[config.mk]
export PLATFORM = sky130hd
export DESIGN_NAME = npc_pod_modulator
export DESIGN_NICKNAME = d
export VERILOG_FILES = /design/src/rtl/npc_pod_pkg.sv /design/src/rtl/pod_tri_carrier.sv /design/src/rtl/pod_cmd_clip.sv /design/src/rtl/pod_leg_compare.sv /design/src/rtl/npc_pod_modulator.sv
export SDC_FILE = /design/constraint.sdc
export NUM_CORES = 1
export LEC_CHECK = 0
export ABC_AREA = 1
export BUFFER_PORTS_ARGS = -buffer_cell sky130_fd_sc_hd__buf_2
export CORE_MARGIN = 2
export CORE_UTILIZATION = 53
export CTS_CLUSTER_SIZE = 28
export DETAILED_ROUTE_END_ITERATION = 6
export PLACE_DENSITY = 0.78
export SYNTH_ARGS = -nofsm -noshare
export SYNTH_HDL_FRONTEND = slang
export SYNTH_SLANG_ARGS = --single-unit
[constraint.sdc]
create_clock -name clk -period 7.35 [get_ports clk]
set_input_delay 1.1025 -clock clk [delete_from_list [all_inputs] [get_ports clk]]
set_output_delay 1.1025 -clock clk [all_outputs]
set_load 0.02 [all_outputs]
[src/rtl/npc_pod_pkg.sv]
package npc_pod_pkg;

    typedef enum logic [1:0] {
        LVL_MID = 2'b00,
        LVL_NEG = 2'b01,
        LVL_POS = 2'b10
    } leg_level_e;

endpackage

[src/rtl/pod_tri_carrier.sv]
module pod_tri_carrier #(
    parameter int CMD_W = 16,
    parameter int AMP   = 100
) (
    input  logic                    clk,
    input  logic                    rst_n,
    output logic signed [CMD_W-1:0] up_o,
    output logic signed [CMD_W-1:0] dn_o
);

    localparam logic signed [CMD_W-1:0] PEAK = CMD_W'(AMP);
    localparam logic signed [CMD_W-1:0] ONE  = CMD_W'(1);

    typedef struct packed {
        logic signed [CMD_W-1:0] cnt;
        logic                    falling;
    } car_state_t;

    car_state_t st_d, st_q;

    always_comb begin
        st_d = st_q;
        if (!st_q.falling) begin
            if (st_q.cnt >= PEAK) begin
                st_d.falling = 1'b1;
                st_d.cnt     = st_q.cnt - ONE;
            end else begin
                st_d.cnt     = st_q.cnt + ONE;
            end
        end else begin
            if (st_q.cnt <= ONE) begin
                st_d.falling = 1'b0;
                st_d.cnt     = st_q.cnt + ONE;
            end else begin
                st_d.cnt     = st_q.cnt - ONE;
            end
        end
    end

    always_ff @(posedge clk) begin
        if (!rst_n) begin
            st_q.cnt     <= ONE;
            st_q.falling <= 1'b0;
        end else begin
            st_q <= st_d;
        end
    end

    assign up_o = st_q.cnt;
    assign dn_o = -st_q.cnt;

    assert_carrier_range_R1: assert property (@(posedge clk) disable iff (!rst_n)
        (st_q.cnt >= ONE) && (st_q.cnt <= PEAK));

    assert_carrier_rise_R1: assert property (@(posedge clk) disable iff (!rst_n)
        (!st_q.falling && st_q.cnt < PEAK) |=> (st_q.cnt == $past(st_q.cnt) + ONE));

    assert_carrier_peak_R1: assert property (@(posedge clk) disable iff (!rst_n)
        (st_q.cnt == PEAK) |=> (st_q.cnt == PEAK - ONE));

    assert_carrier_trough_R1: assert property (@(posedge clk) disable iff (!rst_n)
        (st_q.falling && st_q.cnt == ONE) |=> (st_q.cnt == ONE + ONE));

endmodule

[src/rtl/pod_cmd_clip.sv]
module pod_cmd_clip #(
    parameter int CMD_W = 16,
    parameter int AMP   = 100
) (
    input  logic signed [CMD_W-1:0] cmd_i,
    output logic signed [CMD_W-1:0] cmd_o
);

    localparam logic signed [CMD_W-1:0] PEAK = CMD_W'(AMP);
    localparam logic signed [CMD_W-1:0] FLOOR = -PEAK;

    always_comb begin
        if (cmd_i > PEAK) begin
            cmd_o = PEAK;
        end else if (cmd_i < FLOOR) begin
            cmd_o = FLOOR;
        end else begin
            cmd_o = cmd_i;
        end
    end

endmodule

[src/rtl/pod_leg_compare.sv]
module pod_leg_compare
    import npc_pod_pkg::*;
#(
    parameter int CMD_W = 16
) (
    input  logic                    clk,
    input  logic                    rst_n,
    input  logic signed [CMD_W-1:0] cmd_i,
    input  logic signed [CMD_W-1:0] car_up_i,
    input  logic signed [CMD_W-1:0] car_dn_i,
    output logic                    hi_o,
    output logic                    lo_o,
    output leg_level_e              lvl_o
);

    typedef struct packed {
        logic       hi;
        logic       lo;
        leg_level_e lvl;
    } cmp_state_t;

    cmp_state_t st_d, st_q;

    always_comb begin
        st_d.hi = (cmd_i >= car_up_i);
        st_d.lo = (cmd_i <= car_dn_i);
        if (st_d.hi) begin
            st_d.lvl = LVL_POS;
        end else if (st_d.lo) begin
            st_d.lvl = LVL_NEG;
        end else begin
            st_d.lvl = LVL_MID;
        end
    end

    always_ff @(posedge clk) begin
        if (!rst_n) begin
            st_q.hi  <= 1'b0;
            st_q.lo  <= 1'b0;
            st_q.lvl <= LVL_MID;
        end else begin
            st_q <= st_d;
        end
    end

    assign hi_o  = st_q.hi;
    assign lo_o  = st_q.lo;
    assign lvl_o = st_q.lvl;

    assert_hi_latency_R3: assert property (@(posedge clk) disable iff (!rst_n)
        (cmd_i >= car_up_i) |=> st_q.hi);

    assert_lo_latency_R4: assert property (@(posedge clk) disable iff (!rst_n)
        (cmd_i <= car_dn_i) |=> st_q.lo);

    assert_outer_exclusive_R6: assert property (@(posedge clk) disable iff (!rst_n)
        !(st_q.hi && st_q.lo));

endmodule

[src/rtl/npc_pod_modulator.sv]
module npc_pod_modulator
    import npc_pod_pkg::*;
#(
    parameter int CMD_W = 16,
    parameter int AMP   = 100
) (
    input  logic             clk,
    input  logic             rst_n,
    input  logic [CMD_W-1:0] vcmd_i,
    output logic [CMD_W-1:0] car_up_o,
    output logic [CMD_W-1:0] car_dn_o,
    output logic [3:0]       sw_o,
    output logic [1:0]       lvl_o
);

    localparam logic signed [CMD_W-1:0] PEAK = CMD_W'(AMP);

    logic signed [CMD_W-1:0] car_up, car_dn, cmd_clip;
    logic                    hi, lo;
    leg_level_e              lvl;

    pod_tri_carrier #(.CMD_W(CMD_W), .AMP(AMP)) u_carrier (
        .clk   (clk),
        .rst_n (rst_n),
        .up_o  (car_up),
        .dn_o  (car_dn)
    );

    pod_cmd_clip #(.CMD_W(CMD_W), .AMP(AMP)) u_clip (
        .cmd_i (signed'(vcmd_i)),
        .cmd_o (cmd_clip)
    );

    pod_leg_compare #(.CMD_W(CMD_W)) u_cmp (
        .clk      (clk),
        .rst_n    (rst_n),
        .cmd_i    (cmd_clip),
        .car_up_i (car_up),
        .car_dn_i (car_dn),
        .hi_o     (hi),
        .lo_o     (lo),
        .lvl_o    (lvl)
    );

    assign car_up_o = car_up;
    assign car_dn_o = car_dn;
    assign sw_o     = {lo, ~hi, ~lo, hi};
    assign lvl_o    = lvl;

    assert_clip_high_R7: assert property (@(posedge clk) disable iff (!rst_n)
        (signed'(vcmd_i) > PEAK) |=> (sw_o[0] && lvl_o == 2'b10));

    assert_clip_low_R7: assert property (@(posedge clk) disable iff (!rst_n)
        (signed'(vcmd_i) < -PEAK) |=> (sw_o[3] && lvl_o == 2'b01));

    assert_zero_mid_R9: assert property (@(posedge clk) disable iff (!rst_n)
        (vcmd_i == '0) |=> (sw_o == 4'b0110));

endmodule

==> flow_metrics.env, run 1 <==
export IMPL_status="finished, final reports clean"
export IMPL_clock_skew_ns=0.00401
export IMPL_drtAntennaViolNets=0
export IMPL_cts_sinks=20
export IMPL_antenna_cells=0
export IMPL_grt_pass1_vias=2404
export IMPL_vias=2640
export IMPL_synth_top_cell_area_share_pct=16.0
export IMPL_post_place_ws_ns=3.64
export IMPL_cts_tree="built"
export IMPL_layout_commonest_cell="nand2_1"
export IMPL_ys_seq_elements=20
export IMPL_worst_pin_slew_ns=0.410
export IMPL_hpwlAfterDp_um=5490
export IMPL_slew_headroom_pct=72.6
export IMPL_cts_root_buf="clkbuf_8"
export IMPL_synth_area_top_cells="ha_1 (16%), dfxtp_1 (15%), nand2_1 (13%)"
export IMPL_path_clk_slew_ns=0.09
export IMPL_yosysSeqAreaShare_pct=14.7
export IMPL_rows=26
export IMPL_cts_htree_levels=1
export IMPL_grtUsageTotal_pct=24.0
export IMPL_critPathKind="input port to flip-flop"
export IMPL_postCtsSetupBuffers=0
export IMPL_clock_latency_ns=0.28
export IMPL_use_met2_pct=39.9
export IMPL_cap_violations=0
export IMPL_via_per_inst=5.04
export IMPL_required_ns=7.53
export IMPL_yosysUniqueCellTypes=36
export IMPL_ctsResizeCount=0
export IMPL_seq_power_share_pct=19.3
export IMPL_p_sw_share_pct=57.7
export IMPL_drt_iter0_markers=255
export IMPL_cp_arrival_ns=3.61
export IMPL_finalSetupViolCount=0
export IMPL_crit_end="u_cmp.lvl_o[0]"
export IMPL_reg2reg_to="u_cmp.lvl_o[0]"
export IMPL_crit_top_cell="nand2_1"
export IMPL_clk_path_buf_depth=2
export IMPL_power_mw=1.06
export IMPL_cts_buffers_inserted=3
export IMPL_grt_met1_usage_pct=31.8
export IMPL_syn_area_um2=2730
export IMPL_start_util_pct=54.2
export IMPL_final_max_slew_viol_count=0
export IMPL_path_cells="buf_2 > inv_1 > o311ai_0 > nand4_1 > ha_1 > inv_1 > nand2_1 > nor2_1 > ha_1 > nand2_1 > nand2_1 > nand2_1 > nand2_1 > nand2_1 > nand2_1 > nand2_1 > nand2_1 > nand2_1 > nand2_1 > nor2_1 > nor2_1"
export IMPL_mostFrequentLayoutCells="nand2_1 (95), inv_1 (63), buf_2 (55)"
export IMPL_io_pins=56
export IMPL_cp_slowest_cell="ha_1"
export IMPL_syn_to_final_growth_pct=6.18
export IMPL_port_buffer_count=55
export IMPL_setup_ws_ns=3.92
export IMPL_worstRegToRegCells=16
export IMPL_die_w_um=75.8
export IMPL_wl_per_cell_um=12.6
export IMPL_die_h_um=75.8
export IMPL_hold_buffers=0
export IMPL_drive_gt1_share_pct=20.7
export IMPL_routabilityCongestion=0.991
export IMPL_ir_worst_vdd_v=0.000148
export IMPL_grt_pass1_wl_um=10600
export IMPL_syn_inst=426
export IMPL_grt_max_degree=17
export IMPL_worst_r2r_setup_slack_ns=4.63
export IMPL_core_um2=5040
export IMPL_dr_pass1_iters=4
export IMPL_start_kind="input port"
export IMPL_die_area_um2=5750
export IMPL_critPathMaxStageDelay_ns=0.36
export IMPL_critPathMaxFanout=11
export IMPL_syn_nets=479
export IMPL_grt_antenna_before_repair=0
export IMPL_timing_rr_start="u_carrier.up_o[2]"
export IMPL_tns_ns=0
export IMPL_clkPwrFrac_pct=8.8
export IMPL_busiest_layer="met2"
export IMPL_fin_crit_ns=3.43
export IMPL_synth_area_leader_cell="ha_1"
export IMPL_internal_power_uw=448
export IMPL_leakage_nw=1.54
export IMPL_fin_nets=508
export IMPL_avgSynthCellArea_um2=6.41
export IMPL_fmax_mhz=292
export IMPL_yosysWarnings=0
export IMPL_cp_end_kind="flip-flop"
export IMPL_rsz0062_at_grt="no"
export IMPL_p_per_area_nw_per_um2=365
export IMPL_final_period_utilization_pct=46.7
export IMPL_use_met3_pct=1.98
export IMPL_holdCritPathClass="flip-flop to flip-flop"
export IMPL_drt_total_wl_um=6630
export IMPL_critPathLaunch="vcmd_i[4]"
export IMPL_comb_power_share_pct=71.9
export IMPL_grt_overflow=0
export IMPL_switchingPower_uw=610
export IMPL_hold_viol=0
export IMPL_drc_errors=0
## per-stage QoR
step	hold WS [ns]	util, %	instances	instance area (µm²)
after floorplan	0.452	-	426	2730
after global placement	0.490	56.5	520	2850
after detailed placement	0.512	56.5	520	2850
after CTS	0.533	57.5	524	2900
after global routing	0.552	57.5	524	2900
final	0.541	57.5	524	2900
## worst min path at each step
stage,slack (ns),depth (start not counted),startpoint,end
2_1_floorplan,0.45,1,u_carrier.up_o[0],u_carrier.up_o[0]
3_3_place_gp,0.49,1,u_carrier.up_o[0],u_carrier.up_o[0]
3_5_place_dp,0.51,1,u_carrier.up_o[0],u_carrier.up_o[0]
4_1_cts,0.53,1,u_carrier.up_o[0],u_carrier.up_o[0]
5_1_grt,0.55,1,u_carrier.up_o[0],u_carrier.up_o[0]
6_report,0.54,1,u_carrier.up_o[0],u_carrier.up_o[0]
## layer usage
metal	wire, µm	vias up
met2	3040	88
met1	2990	1152
li1	-	1387
met3	439	13
met5	0	-
met4	155	0
## worst max-delay path, delay by kind of cell
kind                       cells  cell delay [ns]
and+or+nand+nor               15             1.15
AOI/OAI and AO/OA              1             0.34
adders and majority gates      2             0.64
buffers and inverters          3             0.40
## cells in the mapped netlist
| cell type | instances |
|---|---|
| a211oi_1 | 1 |
| a21o_1 | 2 |
| a21oi_1 | 25 |
| a21oi_2 | 4 |
| a31oi_1 | 1 |
| buf_12 | 1 |
| buf_2 | 3 |
| buf_4 | 20 |
| buf_6 | 5 |
| clkbuf_1 | 2 |
| dfxtp_1 | 20 |
| ha_1 | 35 |
| inv_1 | 63 |
| inv_2 | 4 |
| inv_4 | 1 |
| nand2_1 | 95 |
| nand2_2 | 4 |
| nand2_4 | 2 |
| nand3_1 | 16 |
| nand3_2 | 2 |
| nand3b_1 | 2 |
| nand3b_2 | 1 |
| nand4_1 | 12 |
| nor2_1 | 45 |
| nor2_2 | 13 |
| nor2_4 | 3 |
| nor3_1 | 7 |
| nor3b_2 | 1 |
| nor4_1 | 1 |
| o21ai_0 | 7 |
| o21ai_1 | 6 |
| o21bai_1 | 1 |
| o311ai_0 | 1 |
| o31ai_1 | 1 |
| xnor2_1 | 1 |
| xor2_1 | 18 |
## cell type report
type / instances / area, µm²
well taps: 70 / 87.6
flip-flops and latches: 20 / 400
inverters: 68 / 258
clock buffers: 4 / 55.1
multi-input cells: 307 / 1830
fillers: 516 / 2140
repair buffers: 55 / 275
## power by group through the flow
| stage | Clock (mW) | Sequential (mW) | Combinational [mW] |
|---|---|---|---|
| 6_report | 0.0926 | 0.204 | 0.761 |
| 5_1_grt | 0.0964 | 0.211 | 0.864 |
| 4_1_cts | 0.0931 | 0.202 | 0.763 |
| 3_5_place_dp | 0 | 0.205 | 0.757 |
| 3_3_place_gp | 0 | 0.205 | 0.745 |
| 2_1_floorplan | 0 | 0.176 | 0.688 |
## logic make-up after synthesis
group | count (synthesis) | share of synthesized area [%]
buf+inv | 99 | 18.5
xor+xnor | 19 | 6.09
compound gates | 49 | 10.2
flops | 20 | 14.7
simple gates | 204 | 34.5
fa+ha+maj | 35 | 16.0
## flip-flops by register name (all words and copies together), names as in the netlist
name / flops
u_cmp.lo_o: 1
u_cmp.lvl_o: 2
u_carrier.st_q: 1
u_carrier.up_o: 16
Power figures use the tool's default switching activity.
==> inputs of run 2 (changes only) <==
--- a/config.mk
+++ b/config.mk
@@ -5,10 +5,10 @@
 export SDC_FILE = /design/constraint.sdc
 export NUM_CORES = 1
 export LEC_CHECK = 0
-export ABC_AREA = 1
+export ABC_AREA = 0
 export BUFFER_PORTS_ARGS = -buffer_cell sky130_fd_sc_hd__buf_2
 export CORE_MARGIN = 2
-export CORE_UTILIZATION = 53
+export CORE_UTILIZATION = 50
 export CTS_CLUSTER_SIZE = 28
 export DETAILED_ROUTE_END_ITERATION = 6
 export PLACE_DENSITY = 0.78
==> constraint.sdc (replaced) <==
create_clock -name clk -period 2.9 [get_ports clk]
set_input_delay 0.435 -clock clk [delete_from_list [all_inputs] [get_ports clk]]
set_output_delay 0.435 -clock clk [all_outputs]
set_load 0.02 [all_outputs]
==> run 2 against run 1 <==
Effect of this change: the flow now finishes with violations (negative setup slack); cell count shrank 6.5%; non-clock buffer count grew 77; clock skew grew 0.0096 ns; flip-flop and latch count is the same; setup slack lost 4.5 ns; clock power grew 120%; hold slack lost 0.047 ns; critical path depth shrank 6; critical path type is now flip-flop to flip-flop; largest power group unchanged.
==> flow_metrics.env, run 2 <==
export IMPL_antenna_cells=0
export IMPL_ys_flop_type="dfxtp_1"
export IMPL_violations="negative setup slack"
export IMPL_grt_pass1_vias=2579
export IMPL_cts_sinks=20
export IMPL_critPathMaxFanout=2
export IMPL_largest_reg_flops=16
export IMPL_clk_path_buf_depth=2
export IMPL_grt_antenna_before_repair=0
export IMPL_grt_pass1_wl_um=11700
export IMPL_die_area_um2=5500
export IMPL_async_reset_ff_share_pct=0
export IMPL_synth_compound_area_share_pct=16.9
export IMPL_synth_xor_area_share_pct=7.47
export IMPL_cts_root_buf="clkbuf_8"
export IMPL_synth_common_cells="inv_1 (37), ha_1 (35), nand2_1 (30)"
export IMPL_start_util_pct=52.2
export IMPL_core_um2=4720
export IMPL_finalSetupViolCount=3
export IMPL_drt_iter0_markers=278
export IMPL_synth_top_cell_area_share_pct=17.8
export IMPL_synth_area_top_cells="ha_1 (18%), dfxtp_1 (16%), xnor2_1 (7.1%)"
export IMPL_synthSimpleGateAreaFrac_pct=22.5
export IMPL_drive_gt1_share_pct=40.2
export IMPL_worst_pin_slew_ns=0.460
export IMPL_drtAntennaViolNets=0
export IMPL_fin_nets=477
export IMPL_rows=25
export IMPL_synth_top_family_by_area="simple AND/OR/NAND/NOR gates"
export IMPL_synth_edff_count=0
export IMPL_mostFrequentLayoutCells="buf_4 (77), buf_2 (55), inv_1 (33)"
export IMPL_grt_overflow=0
export IMPL_clock_latency_ns=0.27
export IMPL_yosysMostFrequentCell="inv_1"
export IMPL_synth_area_leader_cell="ha_1"
export IMPL_final_max_slew_viol_count=0
export IMPL_drc_errors=0
export IMPL_setup_ws_ns=-0.535
export IMPL_whs_ns=0.494
export IMPL_path_clk_slew_ns=0.09
export IMPL_wl_per_cell_um=15.9
export IMPL_start_kind="flip-flop"
export IMPL_port_buffer_count=55
export IMPL_syn_area_um2=2460
export IMPL_post_place_cells=477
export IMPL_slew_headroom_pct=69.1
export IMPL_leakage_nw=1.72
export IMPL_holdCritPathClass="flip-flop to flip-flop"
export IMPL_syn_to_final_growth_pct=38.1
export IMPL_yosysSeqAreaShare_pct=16.3
export IMPL_die_h_um=74.2
export IMPL_ys_seq_elements=20
export IMPL_fin_cells=490
export IMPL_cts_htree_levels=1
export IMPL_fmax_mhz=291
export IMPL_grt_max_degree=23
export IMPL_cap_violations=0
export IMPL_synthMuxAreaShare_pct=4.88
export IMPL_cp_arrival_ns=3.58
export IMPL_clock_skew_ns=0.0136
export IMPL_yosysWarnings=0
export IMPL_final_period_utilization_pct=118
export IMPL_hold_viol=0
export IMPL_hpwlAfterDp_um=5630
export IMPL_cp_end_kind="flip-flop"
export IMPL_drt_total_wl_um=7780
export IMPL_routabilityCongestion=0.868
export IMPL_rsz0062_at_grt="yes"
export IMPL_syn_nets=372
export IMPL_critPathKind="flip-flop to flip-flop"
export IMPL_yosysUniqueCellTypes=43
export IMPL_die_w_um=74.2
export IMPL_io_pins=56
export IMPL_cts_buffers_inserted=3
export IMPL_avgSynthCellArea_um2=7.72
export IMPL_final_util_pct=72.0
export IMPL_status="complete, but fails checks"
export IMPL_layout_commonest_cell="buf_4"
export IMPL_post_place_ws_ns=-0.689
export IMPL_via_per_inst=5.69
export IMPL_dr_pass1_iters=6
export IMPL_cts_tree="built"
export IMPL_fin_crit_ns=3.43
export IMPL_tns_ns=-1.17
export IMPL_fill_cells=353
export IMPL_ir_worst_vdd_v=0.000457
export IMPL_p_per_area_nw_per_um2=1050
export IMPL_required_ns=3.05
export IMPL_synthAdderAreaFrac_pct=17.8
export IMPL_vias=2786
export IMPL_syn_inst=319
export IMPL_grtUsageTotal_pct=27.2
## run 2: cell types whose count changed after synthesis, sizes merged, moves of 5 or more
cell / before / now
nand3: 18 / 11
o211a: 0 / 7
nor4: 1 / 7
clkbuf: 2 / 8
buf: 29 / 24
xnor2: 1 / 20
mux2i: 0 / 12
nor2: 61 / 16
o21ai: 13 / 5
nand2: 101 / 30
inv: 68 / 37
a21oi: 29 / 15
xor2: 18 / 1
o21a: 0 / 13
## run 2: final cells by class
cell class	instances	area [µm²]	share of cell area, %
Inverter	37	141	4.16
Tap cell	67	83.8	2.46
Clock buffer	4	45.0	1.32
Multi-Input combinational cell	230	1870	55.1
Timing Repair Buffer	132	853	25.1
Sequential cell	20	405	11.9
## run 2: worst max-delay path, stage by stage, from the launching register on
cell and delay (ns):
dfxtp_4 0.36, inv_4 0.06, ha_4 0.13, or4b_4 0.48, nor4_4 0.21, buf_4 0.18
buf_4 0.11, xnor2_1 0.17, inv_1 0.10, ha_1 0.31, nand4_1 0.13, or4_4 0.47
a21oi_4 0.14, nor4b_1 0.07, o211a_1 0.23, a21boi_2 0.16
## run 2: power breakdown
part / internal, mW / switching, mW
Combinational: 1.29 / 1.62
Sequential: 0.381 / 0.0835
Clock: 0.0983 / 0.108
Total: 1.77 / 1.82
## run 2: logic make-up after synthesis
kind of cell / Yosys count
and+or+nand+nor: 106
xor gates and xnor gates: 21
AOI/OAI and AO/OA: 56
adders and majority gates: 35
muxes: 12
buffers and inverters: 69
DFF: 20
## run 2: metrics by stage
stage | total power [mW] | instance area [µm²]
floorplan | 2.29 | 2520
global placement | 3.04 | 3170
detailed placement | 3.13 | 3170
CTS | 3.40 | 3280
global route | 3.81 | 3400
finish | 3.58 | 3400
## run 2: per-layer routing
metal | vias up | wire length, µm | GRT usage (%)
li1 | 1307 | - | -
met1 | 1297 | 3010 | 33.2
met2 | 164 | 3960 | 49.0
met3 | 18 | 621 | 2.71
met4 | 0 | 193 | 10.7
met5 | - | 0 | 0
## run 2: final timing paths
check / to / startpoint / slack (ns) / depth (start not counted)
setup / recovery: u_cmp.lvl_o[0] / u_carrier.up_o[0] / -0.53 / 15
hold / removal: u_carrier.up_o[7] / u_carrier.up_o[7] / 0.49 / 2
setup reg to reg: u_cmp.lvl_o[0] / u_carrier.up_o[0] / -0.53 / 15
hold reg to reg: u_carrier.up_o[7] / u_carrier.up_o[7] / 0.49 / 2
## run 2: what timing repair did
item | in CTS | in global routing
hold buffers | 0 | 0
pin swaps | 5 | 9
setup buffers | 5 | 4
cloned | 0 | 0
setup endpoints to repair | 3 | 3
gates resized for setup | 11 | 17
